<file path="config.mk">
export PLATFORM = sky130hd
export DESIGN_NAME = hsk_xfer_engine
export DESIGN_NICKNAME = d
export VERILOG_FILES = /design/src/rtl/hsk_pkg.sv /design/src/rtl/hsk_phase_decode.sv /design/src/rtl/hsk_outbuf.sv /design/src/rtl/hsk_inbuf.sv /design/src/rtl/hsk_ctrl.sv /design/src/rtl/hsk_xfer_engine.sv
export SDC_FILE = /design/constraint.sdc
export NUM_CORES = 1
export LEC_CHECK = 0
export BUFFER_PORTS_ARGS = -buffer_cell sky130_fd_sc_hd__buf_2
export CAP_MARGIN = 20
export CORE_UTILIZATION = 63
export CTS_CLUSTER_SIZE = 20
export DETAILED_ROUTE_END_ITERATION = 7
export GPL_TIMING_DRIVEN = 0
export PLACE_DENSITY_LB_ADDON = 0.3
export SLEW_MARGIN = 20
export SYNTH_ARGS = -nofsm -noshare
export SYNTH_HDL_FRONTEND = slang
export SYNTH_HIERARCHICAL = 1
export SYNTH_SLANG_ARGS = --single-unit
</file>
<file path="constraint.sdc">
create_clock -name clk -period 4.4 [get_ports clk]
set_input_delay 0.88 -clock clk [delete_from_list [all_inputs] [get_ports clk]]
set_output_delay 0.88 -clock clk [all_outputs]
set_load 0.05 [all_outputs]
</file>
<file path="src/rtl/hsk_pkg.sv">
package hsk_pkg;
  // Handshake port bit positions (active low); the host software decodes these.
  localparam int REQ_BIT = 3;
  localparam int ACK_BIT = 4;
  localparam int PRG_BIT = 5;

  // Classification of one handshake-port write
  typedef enum logic [1:0] {
    ACT_NONE = 2'd0,  // no write, or in-progress with unchanged pair
    ACT_STEP = 2'd1,  // in-progress, pair changed: move one byte
    ACT_SYNC = 2'd2,  // idle, was idle, acknowledge toggled
    ACT_IDLE = 2'd3   // idle otherwise (includes end of packet)
  } hsk_act_e;
endpackage

</file>
<file path="src/rtl/hsk_phase_decode.sv">
module hsk_phase_decode
  import hsk_pkg::*;
(
  input  logic     wr,
  input  logic     prg_n,
  input  logic     ack_n,
  input  logic     prev_prg_n,
  input  logic     prev_ack_n,
  output hsk_act_e act
);
  always_comb begin
    act = ACT_NONE;
    if (wr) begin
      if (!prg_n) begin
        if ((prg_n != prev_prg_n) || (ack_n != prev_ack_n)) act = ACT_STEP;
      end else if (prev_prg_n && (ack_n != prev_ack_n)) begin
        act = ACT_SYNC;
      end else begin
        act = ACT_IDLE;
      end
    end
  end
endmodule

</file>
<file path="src/rtl/hsk_outbuf.sv">
module hsk_outbuf #(
  parameter int W     = 8,
  parameter int DEPTH = 16,
  localparam int IW   = $clog2(DEPTH)
) (
  input  logic          clk,
  input  logic          rst_n,
  input  logic          wr_en,
  input  logic [IW-1:0] wr_idx,
  input  logic [W-1:0]  wr_data,
  input  logic [IW-1:0] rd_idx,
  output logic [W-1:0]  rd_data
);
  logic [W-1:0] ent_q [DEPTH];

  always_ff @(posedge clk or negedge rst_n) begin
    if (!rst_n) begin
      for (int i = 0; i < DEPTH; i++) ent_q[i] <= '0;
    end else begin
      for (int i = 0; i < DEPTH; i++) begin
        if (wr_en && (wr_idx == IW'(i))) ent_q[i] <= wr_data;
      end
    end
  end

  assign rd_data = ent_q[rd_idx];
endmodule

</file>
<file path="src/rtl/hsk_inbuf.sv">
module hsk_inbuf #(
  parameter int W     = 8,
  parameter int DEPTH = 128,
  localparam int IW   = $clog2(DEPTH)
) (
  input  logic          clk,
  input  logic          wr_en,
  input  logic [IW-1:0] wr_idx,
  input  logic [W-1:0]  wr_data,
  input  logic [IW-1:0] rd_idx,
  output logic [W-1:0]  rd_data
);
  // Plain storage array: no reset, contents defined by the packet source.
  logic [W-1:0] mem_q [DEPTH];

  always_ff @(posedge clk) begin
    if (wr_en) mem_q[wr_idx] <= wr_data;
  end

  assign rd_data = mem_q[rd_idx];
endmodule

</file>
<file path="src/rtl/hsk_ctrl.sv">
module hsk_ctrl
  import hsk_pkg::*;
#(
  parameter int W        = 8,
  parameter int OB_DEPTH = 16,
  parameter int IB_DEPTH = 128,
  localparam int OCW     = $clog2(OB_DEPTH + 1),
  localparam int OIW     = $clog2(OB_DEPTH),
  localparam int ICW     = $clog2(IB_DEPTH + 1),
  localparam int IIW     = $clog2(IB_DEPTH)
) (
  input  logic           clk,
  input  logic           rst_n,
  input  logic           h2d_mode,
  input  logic           pb_wr,
  input  logic           prg_n,
  input  logic           ack_n,
  input  logic           sr_wr,
  input  logic [W-1:0]   sr_wdata,
  input  logic           src_commit,
  input  logic [ICW-1:0] src_len,
  input  logic [W-1:0]   in_byte,
  output logic [IIW-1:0] in_rd_idx,
  output logic           ob_wr_en,
  output logic [OIW-1:0] ob_wr_idx,
  output logic [W-1:0]   ob_wr_data,
  output logic           treq_n,
  output logic [W-1:0]   sr_q,
  output logic           flag_set,
  output logic           pkt_rx,
  output logic [OCW-1:0] pkt_len
);
  // State registers
  logic           prev_prg_q, prev_ack_q;
  logic           treq_q;
  logic [W-1:0]   sr_r;
  logic [OCW-1:0] ob_cnt_q;
  logic [ICW-1:0] rd_idx_q, in_size_q;
  logic           flag_q, pkt_q;
  logic [OCW-1:0] len_q;

  // Next-state values
  logic           prev_prg_d, prev_ack_d;
  logic           treq_d;
  logic [W-1:0]   sr_d;
  logic [OCW-1:0] ob_cnt_d;
  logic [ICW-1:0] rd_idx_d, in_size_d;
  logic           flag_d, pkt_d;
  logic [OCW-1:0] len_d;

  hsk_act_e       act;
  logic           pb_take;
  logic           ob_room, in_left;
  logic [ICW-1:0] rd_inc;

  // A commit in the same cycle drops the port write entirely.
  assign pb_take = pb_wr && !src_commit;

  hsk_phase_decode u_dec (
    .wr         (pb_take),
    .prg_n      (prg_n),
    .ack_n      (ack_n),
    .prev_prg_n (prev_prg_q),
    .prev_ack_n (prev_ack_q),
    .act        (act)
  );

  assign ob_room = (ob_cnt_q < OCW'(OB_DEPTH));
  assign in_left = (rd_idx_q < in_size_q);
  assign rd_inc  = rd_idx_q + ICW'(1);

  always_comb begin
    prev_prg_d = prev_prg_q;
    prev_ack_d = prev_ack_q;
    treq_d     = treq_q;
    sr_d       = sr_r;
    ob_cnt_d   = ob_cnt_q;
    rd_idx_d   = rd_idx_q;
    in_size_d  = in_size_q;
    flag_d     = 1'b0;
    pkt_d      = 1'b0;
    len_d      = '0;
    ob_wr_en   = 1'b0;

    if (sr_wr) sr_d = sr_wdata;

    if (src_commit) begin
      in_size_d = src_len;
      rd_idx_d  = '0;
      flag_d    = 1'b1;
      if (prev_prg_q && (src_len != '0)) treq_d = 1'b0;
    end else begin
      unique case (act)
        ACT_STEP: begin
          if (h2d_mode) begin
            if (ob_room) begin
              ob_wr_en = 1'b1;
              ob_cnt_d = ob_cnt_q + OCW'(1);
              flag_d   = 1'b1;
            end
          end else if (in_left) begin
            sr_d     = in_byte;
            rd_idx_d = rd_inc;
            flag_d   = 1'b1;
            if (rd_inc >= in_size_q) treq_d = 1'b1;
          end
        end
        ACT_SYNC: begin
          treq_d = ack_n;
          flag_d = 1'b1;
        end
        ACT_IDLE: begin
          if (!prev_prg_q) begin
            flag_d = 1'b1;
            if (ob_cnt_q != '0) begin
              pkt_d    = 1'b1;
              len_d    = ob_cnt_q;
              ob_cnt_d = '0;
            end
          end
          if (in_left) treq_d = 1'b0;
        end
        default: ;
      endcase
      if (pb_take) begin
        prev_prg_d = prg_n;
        prev_ack_d = ack_n;
      end
    end
  end

  always_ff @(posedge clk or negedge rst_n) begin
    if (!rst_n) begin
      prev_prg_q <= 1'b1;
      prev_ack_q <= 1'b1;
      treq_q     <= 1'b1;
      sr_r       <= '0;
      ob_cnt_q   <= '0;
      rd_idx_q   <= '0;
      in_size_q  <= '0;
      flag_q     <= 1'b0;
      pkt_q      <= 1'b0;
      len_q      <= '0;
    end else begin
      prev_prg_q <= prev_prg_d;
      prev_ack_q <= prev_ack_d;
      treq_q     <= treq_d;
      sr_r       <= sr_d;
      ob_cnt_q   <= ob_cnt_d;
      rd_idx_q   <= rd_idx_d;
      in_size_q  <= in_size_d;
      flag_q     <= flag_d;
      pkt_q      <= pkt_d;
      len_q      <= len_d;
    end
  end

  assign in_rd_idx  = rd_idx_q[IIW-1:0];
  assign ob_wr_idx  = ob_cnt_q[OIW-1:0];
  assign ob_wr_data = sr_r;
  assign treq_n     = treq_q;
  assign sr_q       = sr_r;
  assign flag_set   = flag_q;
  assign pkt_rx     = pkt_q;
  assign pkt_len    = len_q;


  ob_bound_chk: assert property (@(posedge clk) disable iff (!rst_n)
    ob_cnt_q <= OCW'(OB_DEPTH));


  ob_grow_chk: assert property (@(posedge clk) disable iff (!rst_n)
    (ob_cnt_q != $past(ob_cnt_q)) |-> ((ob_cnt_q == $past(ob_cnt_q) + OCW'(1)) || (ob_cnt_q == '0)));


  rd_bound_chk: assert property (@(posedge clk) disable iff (!rst_n)
    rd_idx_q <= in_size_q);


  pkt_single_chk: assert property (@(posedge clk) disable iff (!rst_n)
    pkt_q |=> !pkt_q);


  pkt_len_chk: assert property (@(posedge clk) disable iff (!rst_n)
    pkt_q |-> ((len_q != '0) && flag_q && (ob_cnt_q == '0)));


  treq_release_chk: assert property (@(posedge clk) disable iff (!rst_n)
    (ob_wr_en == 1'b0 && act == ACT_STEP && !h2d_mode && in_left && (rd_inc >= in_size_q) && !src_commit) |=> treq_q);
endmodule

</file>
<file path="src/rtl/hsk_xfer_engine.sv">
module hsk_xfer_engine
  import hsk_pkg::*;
#(
  parameter int W        = 8,
  parameter int OB_DEPTH = 16,
  parameter int IB_DEPTH = 128
) (
  input  logic                          clk,
  input  logic                          rst_n,
  input  logic                          h2d_mode,
  input  logic                          pb_wr,
  input  logic [7:0]                    pb_wdata,
  input  logic                          sr_wr,
  input  logic [W-1:0]                  sr_wdata,
  input  logic                          src_wr,
  input  logic [$clog2(IB_DEPTH)-1:0]   src_widx,
  input  logic [W-1:0]                  src_wbyte,
  input  logic                          src_commit,
  input  logic [$clog2(IB_DEPTH+1)-1:0] src_len,
  output logic                          treq_n,
  output logic [W-1:0]                  sr_q,
  output logic                          sr_flag_set,
  output logic                          pkt_rx,
  output logic [$clog2(OB_DEPTH+1)-1:0] pkt_rx_len,
  input  logic [$clog2(OB_DEPTH)-1:0]   ob_rd_idx,
  output logic [W-1:0]                  ob_rd_byte
);
  localparam int OIW = $clog2(OB_DEPTH);
  localparam int IIW = $clog2(IB_DEPTH);

  logic           ob_wr_en;
  logic [OIW-1:0] ob_wr_idx;
  logic [W-1:0]   ob_wr_data;
  logic [IIW-1:0] in_rd_idx;
  logic [W-1:0]   in_byte;
  logic           pb_unused;

  // Only the in-progress and acknowledge bits take part in the handshake.
  assign pb_unused = ^{pb_wdata[7:6], pb_wdata[REQ_BIT], pb_wdata[2:0]};

  hsk_ctrl #(.W(W), .OB_DEPTH(OB_DEPTH), .IB_DEPTH(IB_DEPTH)) u_ctrl (
    .clk        (clk),
    .rst_n      (rst_n),
    .h2d_mode   (h2d_mode),
    .pb_wr      (pb_wr),
    .prg_n      (pb_wdata[PRG_BIT]),
    .ack_n      (pb_wdata[ACK_BIT]),
    .sr_wr      (sr_wr),
    .sr_wdata   (sr_wdata),
    .src_commit (src_commit),
    .src_len    (src_len),
    .in_byte    (in_byte),
    .in_rd_idx  (in_rd_idx),
    .ob_wr_en   (ob_wr_en),
    .ob_wr_idx  (ob_wr_idx),
    .ob_wr_data (ob_wr_data),
    .treq_n     (treq_n),
    .sr_q       (sr_q),
    .flag_set   (sr_flag_set),
    .pkt_rx     (pkt_rx),
    .pkt_len    (pkt_rx_len)
  );

  hsk_outbuf #(.W(W), .DEPTH(OB_DEPTH)) u_ob (
    .clk     (clk),
    .rst_n   (rst_n),
    .wr_en   (ob_wr_en),
    .wr_idx  (ob_wr_idx),
    .wr_data (ob_wr_data),
    .rd_idx  (ob_rd_idx),
    .rd_data (ob_rd_byte)
  );

  hsk_inbuf #(.W(W), .DEPTH(IB_DEPTH)) u_ib (
    .clk     (clk),
    .wr_en   (src_wr),
    .wr_idx  (src_widx),
    .wr_data (src_wbyte),
    .rd_idx  (in_rd_idx),
    .rd_data (in_byte)
  );
endmodule

</file>
==> Yosys cells after proc, flatten, opt, wreduce, memory -nomap -nowiden <==
Memory sizes are Yosys's and may differ from the RTL's.
Cells that the tools add are included.
{ "totals": {"n_memories": 1, "ramBits": 1024, "reg_bits": 167, "word_cells": 144} }
{ "op_classes": {"n_lt_le_gt_ge": 4, "add_sub_neg": 2, "n_bitwise": 2, "n_reduce_logical": 32, "n_eq_ne": 30, "mux": 47} }
{ "mem_list": {"columns": ["memory", "depth", "word_bits", "read_ports", "rd_ports_with_merged_regs", "wr", "line", "rtl"], "rows": [
  ["u_ib.mem_q", 128, 8, 1, 0, 1, "hsk_inbuf.sv:14", "logic [W-1:0] mem_q [DEPTH];"]
]} }
{ "ops": {"columns": ["operator", "count"], "rows": [
  ["$mux W8", 11],
  ["$mux W5", 8],
  ["$bmux W8 S4", 1],
  ["$eq A4 B4 Y1 const B", 8],
  ["$mux W1", 22],
  ["$logic_and A1 B1 Y1", 19],
  ["$eq A4 B3 Y1 const B", 4],
  ["$reduce_and A6 Y1", 2],
  ["$pmux W5 S2", 1],
  ["$ne A3 B2 Y1 const B", 3],
  ["$add A8 B1 Y8 const B", 1],
  ["$eq A4 B2 Y1 const B", 2],
  ["$ge A8 B8 Y1", 1],
  ["$lt A8 B8 Y1", 1],
  ["$ne A2 B1 Y1 const B", 4],
  ["$reduce_bool A8 Y1", 1],
  ["$pmux W1 S3", 2],
  ["$reduce_bool A2 Y1", 3],
  ["$add A5 B1 Y5 const B", 1],
  ["$ge A5 B5 Y1 const B", 1],
  ["$lt A5 B5 Y1 const B", 1],
  ["$not A4 Y5", 1],
  ["$reduce_bool A5 Y1", 1],
  ["$eq A2 B2 Y1 const B", 2],
  ["other kinds (13)", 16]
]} }

==> Logic depth before layout (Yosys ltp) <==
{ "depth": {"ltp_word": 9, "ltp_mapped": 11, "mapped_depth_nobuf": 11} }

==> Modules after synthesis <==
Netlist, hierarchy kept.
{ "by_module_without_submodules": {"columns": ["module", "seq_area_each_um2", "instances", "cells_each", "area_each_um2"], "rows": [
  ["hsk_inbuf", 30749.5, 1, 1627, 39505.4],
  ["hsk_outbuf", 3203.1, 1, 364, 5859.4],
  ["hsk_ctrl", 979.7, 1, 236, 2492.4],
  ["hsk_phase_decode", 0.0, 1, 5, 32.5]
]} }

==> Least setup slack after synthesis <==
OpenSTA, ideal clock, no wires.
{ "synth_path": {"kind": "reg-to-reg", "startpoint": "reg u_ctrl.rd_idx_q[0]", "endpoint": "reg u_ctrl.sr_r[0], in the netlist u_ctrl/ob_wr_data[0]", "setup_time_ns": 0.125, "n_path_buf": 3, "path_slack_ns": 1.102, "stages_incl_launch_ff": 9, "arrival_ns": 3.173, "synth_period_minus_slack_ns": 3.298, "path_cell_list": "dfrtp_1 buf_4 clkbuf_1 buf_1 mux4_2 mux4_2 mux4_2 mux2_2 mux2_4"} }
{ "synth_between": {"elab_chain_len": 5} }
{ "synth_rtl": {"columns": ["item", "line", "rtl"], "rows": [
  ["start, declared", "hsk_ctrl.sv:38", "logic [ICW-1:0] rd_idx_q, in_size_q;"],
  ["start signal, assigned", "hsk_ctrl.sv:150", "rd_idx_q <= rd_idx_d;"],
  ["$mem_v2 Z128 W8", null, null],
  ["via in_byte[0]", "hsk_xfer_engine.sv:35", "logic [W-1:0] in_byte;"],
  ["$mux W8", "hsk_ctrl.sv:101", "end else if (in_left) begin"],
  ["$mux W8", "hsk_ctrl.sv:95", "if (h2d_mode) begin"],
  ["$mux W8", "hsk_ctrl.sv:93", "unique case (act)"],
  ["$mux W8", "hsk_ctrl.sv:87", "if (src_commit) begin"],
  ["via u_ctrl.sr_d[0]", "hsk_ctrl.sv:45", "logic [W-1:0] sr_d;"],
  ["end signal, assigned", "hsk_ctrl.sv:148", "sr_r <= sr_d;"],
  ["end, declared", "hsk_ctrl.sv:36", "logic [W-1:0] sr_r;"]
]} }
The timed path passes the listed nets, and every way through them passes these cells.
A chain may end at the register's enable or synchronous reset.

==> Worst setup path after layout <==
{ "layout_path": {"startpoint": "reg u_ctrl.rd_idx_q[2]", "endpoint": "reg u_ctrl.sr_r[0], in the netlist u_ctrl/ob_wr_data[0]"} }
The elaborated chain is that of the path after synthesis.

==> summary.md <==
| Metric | Value |
|---|---|
| Clock Latency Late Sink | `0.67 ns` |
| Syn_nets | `2305` |
| Initial DRC Count | `2946` |
| Fin crit share | `99.68%` |
| CTS root buf | `clkbuf_16` |
| Crit path buf inv count | `3` |
| Placed Instances | `3271` |
| NetSw | `5180 uW` |
| Final Total Pwr | `24040 uW` |
| Max frequency | `0.2280 GHz` |
| Die Span Y | `277.7 um` |
| Mapped Cells | `2232` |
| #FFs+latches synth | `1191` |
| Detailed Route WL | `116.0 mm` |
| Synth area leader | `edfxtp_1` |
| Seq pwr share | `53.2%` |
| Total number of vias | `24150` |
| Slew of the pin with the lowest slew margin | `1.131 ns` |
| Max Cap Viol | `0` |
| Gr usage total | `30.95%` |
| Die ar. | `0.07712 mm^2` |
| RSZ-0062 raised after global routing | `false` |
| Worst setup margin | `0.01408 ns` |
| CTS tree | `built` |
| Synth top area share | `64.21%` |
| Post-CTS Hold Fix Bufs | `0` |
| Input/output buffers | `60` |
| Die W | `277.7 um` |
| Final core occ | `71.48%` |
| Post-synth EDFFs | `1024` |
| Max stage delay on crit path | `0.78 ns` |
| Pre-antenna DRT Iters | `6` |
| Yosys cell types | `53` |
| Core Area | `0.07482 mm^2` |
| Ys flop type | `edfxtp_1` |
| Commonest non-fill, non-tap cell in the layout | `edfxtp_1` |
| Routed vias/inst | `6.937` |
| Status | `complete, no violations` |
| Clock Path Buffers | `3` |
| Most frequent cells in the layout | `1024 x edfxtp_1, 368 x mux4_2, 164 x dfrtp_1, 140 x mux2_2, 138 x nor2_1` |
| Seq/Total Area, Yosys | `72.94%` |
| CP max stage cell | `clkdlybuf4s15_1` |
| Worst EP required | `4.96 ns` |
| Vias in the first global route | `24900` |
| Switching Share | `21.55%` |
| I/O Pins | `74` |
| Antenna violations before repair | `6` |
| Worst Skew | `0.03280 ns` |
| DR WL/cell | `33.33 um` |
| Rows | `100` |
| Post-place setup slack | `-0.01484 ns` |
| HPWL reported at the end of detailed placement | `72.66 mm` |
| Mean area per synthesized cell | `21.46 um^2` |
| Crit-path most repeated cell | `mux4_2` |
| Number of synthesis warnings | `6` |
| Peak supply drop | `0.0003829 V` |
| Crit Path Category | `flip-flop to flip-flop` |
| Hold crit path type | `input port to asynchronous set/reset pin` |
| Worst setup EP type | `flip-flop` |
| Top delay family on crit path | `multiplexers` |
| Startpoint Class | `flip-flop` |
| Min Tclk post-route | `4.386 ns` |
| Cell internal pwr | `18860 uW` |
| CTS buffer count | `114` |
| H-tree depth | `3` |
| Post-Layout Cell Count | `3481` |
| Setup TNS | `0 ns` |
| Clk pwr share | `40.3%` |
| Largest net degree at the start of global routing | `104` |
| Antenna-violating nets left | `0` |
| Power per cell area | `449.5 mW/mm^2` |
| Slew margin rel. | `24.62%` |
| Dominant cells by area after synthesis | `edfxtp_1 64%, mux4_2 17%, dfrtp_1 8.6%, mux2_2 3.3%, nor2_1 1.1%` |
| Async SR Flop Fraction | `14.02%` |
| Final GP Congestion | `0.8744` |
| LEAKAGE | `0.01767 uW` |
| CTS clk-pin slew, worst paths | `0.06 ns` |
| Max Slew Vio Count | `0` |
| Syn Std Cell Area | `0.04789 mm^2` |
| Final setup fails | `0` |
| First-pass GRT wire length | `169.8 mm` |
| Arrival time worst endpoint | `4.94 ns` |
| Post-layout nets | `2491` |
| Crit path max fanout | `10` |
| CP cell instances | `buf_4, clkdlybuf4s15_1, buf_1, mux4_2, mux4_2, mux4_2, mux2_2, mux2_4` |
| Gr ovfl total | `0` |
| Final Hold Violating Endpoints | `0` |
| Synth-to-layout area growth | `11.68%` |
| Combinational Power Share | `6.6%` |
| Residual DRC | `0` |
| Clock Sinks | `1191` |
| Initial Utilization | `64.01%` |
| Share of cells above drive strength 1 | `34.18%` |
## area by class of cell
class | instances | area, um^2
Clock inverter | 67 | 663.1
Inverter | 13 | 48.80
Buffer | 139 | 730.7
Timing Repair Buffer | 70 | 611.8
Clock buffer | 138 | 3028
Antenna cell | 5 | 12.51
Multi-Input combinational cell | 889 | 12240
Tap cell | 969 | 1212
Sequential cell | 1191 | 34930
Fill cell | 4167 | 21340
## layer usage
metal | vias up | track usage, % | routed length, um
li1 | 9572 | - | -
met1 | 12850 | 41.21 | 41650
met2 | 1440 | 50.08 | 57700
met3 | 276 | 7.117 | 11490
met4 | 6 | 12.71 | 5143
met5 | - | 0 | 41
## cell usage after synthesis (2+ instances only)
| library cell | instances |
|---|---|
| nand2_1 | 39 |
| buf_1 | 23 |
| a22oi_1 | 16 |
| dfrtp_1 | 164 |
| buf_2 | 21 |
| nor2_1 | 138 |
| nor2b_1 | 12 |
| o21ai_0 | 11 |
| a21oi_1 | 4 |
| edfxtp_1 | 1024 |
| buf_4 | 31 |
| inv_1 | 13 |
| xor2_1 | 7 |
| ha_1 | 23 |
| nor4b_1 | 6 |
| nor4_1 | 6 |
| dfstp_2 | 3 |
| and3_1 | 4 |
| mux2i_1 | 2 |
| nor3_1 | 11 |
| nand3b_1 | 3 |
| nor2_2 | 9 |
| nand4_1 | 5 |
| clkbuf_1 | 58 |
| xnor2_1 | 9 |
| and2_1 | 6 |
| buf_6 | 6 |
| mux2_2 | 140 |
| nand2b_1 | 9 |
| nand3_1 | 17 |
| mux4_2 | 368 |
| mux2_4 | 16 |
| or3_1 | 4 |
| a21o_1 | 4 |
| a211oi_1 | 2 |
## state kept, by name (all words and copies together) (netlist names), 5 cells and up
register and cells:
u_ctrl/in_size_q 8, u_ctrl/rd_idx_q 8, u_ctrl/pkt_len 5, u_ctrl/ob_cnt_q 5, u_ctrl/ob_wr_data 8, u_ob/ent_q 128
u_ib/mem_q 1024
## logic make-up after synthesis
kind of cell    count (synthesis)  share of synthesized area (%)
compound gates                 45                         0.6480
xor+xnor                       16                         0.2926
fa+ha+maj                      23                         0.6009
buf+inv                       152                          1.583
flops                        1191                          72.94
mux                           526                          21.14
simple gates                  279                          2.790
## worst paths after layout
path	start	end	slack, ns	cells past startpoint
worst max-delay path	u_ctrl/rd_idx_q[2]$_DFFE_PN0P_	u_ctrl/ob_wr_data[0]$_DFF_PN0_	0.01	8
worst min-delay path	rst_n	u_ctrl/in_size_q[6]$_DFFE_PN0P_	0.16	1
worst max register to register	u_ctrl/rd_idx_q[2]$_DFFE_PN0P_	u_ctrl/ob_wr_data[0]$_DFF_PN0_	0.01	8
worst min register to register	u_ob/ent_q[8]$_DFFE_PN0P_	u_ob/ent_q[8]$_DFFE_PN0P_	0.50	1
max in group asynchronous	rst_n	u_ob/ent_q[6]$_DFFE_PN0P_	3.35	2
min in group clk	src_len[5]	u_ctrl/in_size_q[5]$_DFFE_PN0P_	0.46	3
## metrics by stage
stage / area (um^2) / hold WS, ns
after floorplan: 47890 / 0.4738
after global placement: 49400 / 0.4816
after detailed placement: 49770 / 0.4909
after CTS: 53460 / 0.1312
after global routing: 53470 / 0.1646
final: 53480 / 0.1601
## timing repair
| item | 4_1_cts | 5_1_grt |
|---|---|---|
| setup endpoints to repair | 0 | 5 |
| gates resized for setup | 0 | 5 |
| setup buffers | 0 | 0 |
## power groups by stage
| stage | logic, uW | registers, uW | clock network [uW] |
|---|---|---|---|
| detailed placement | 1560 | 13000 | 0 |
| floorplan | 1000 | 12900 | 0 |
| global route | 1660 | 12800 | 10200 |
| finish | 1580 | 12800 | 9690 |
| CTS | 1580 | 12800 | 9800 |
| global placement | 1460 | 13000 | 0 |
Power figures use the tool's default switching activity.
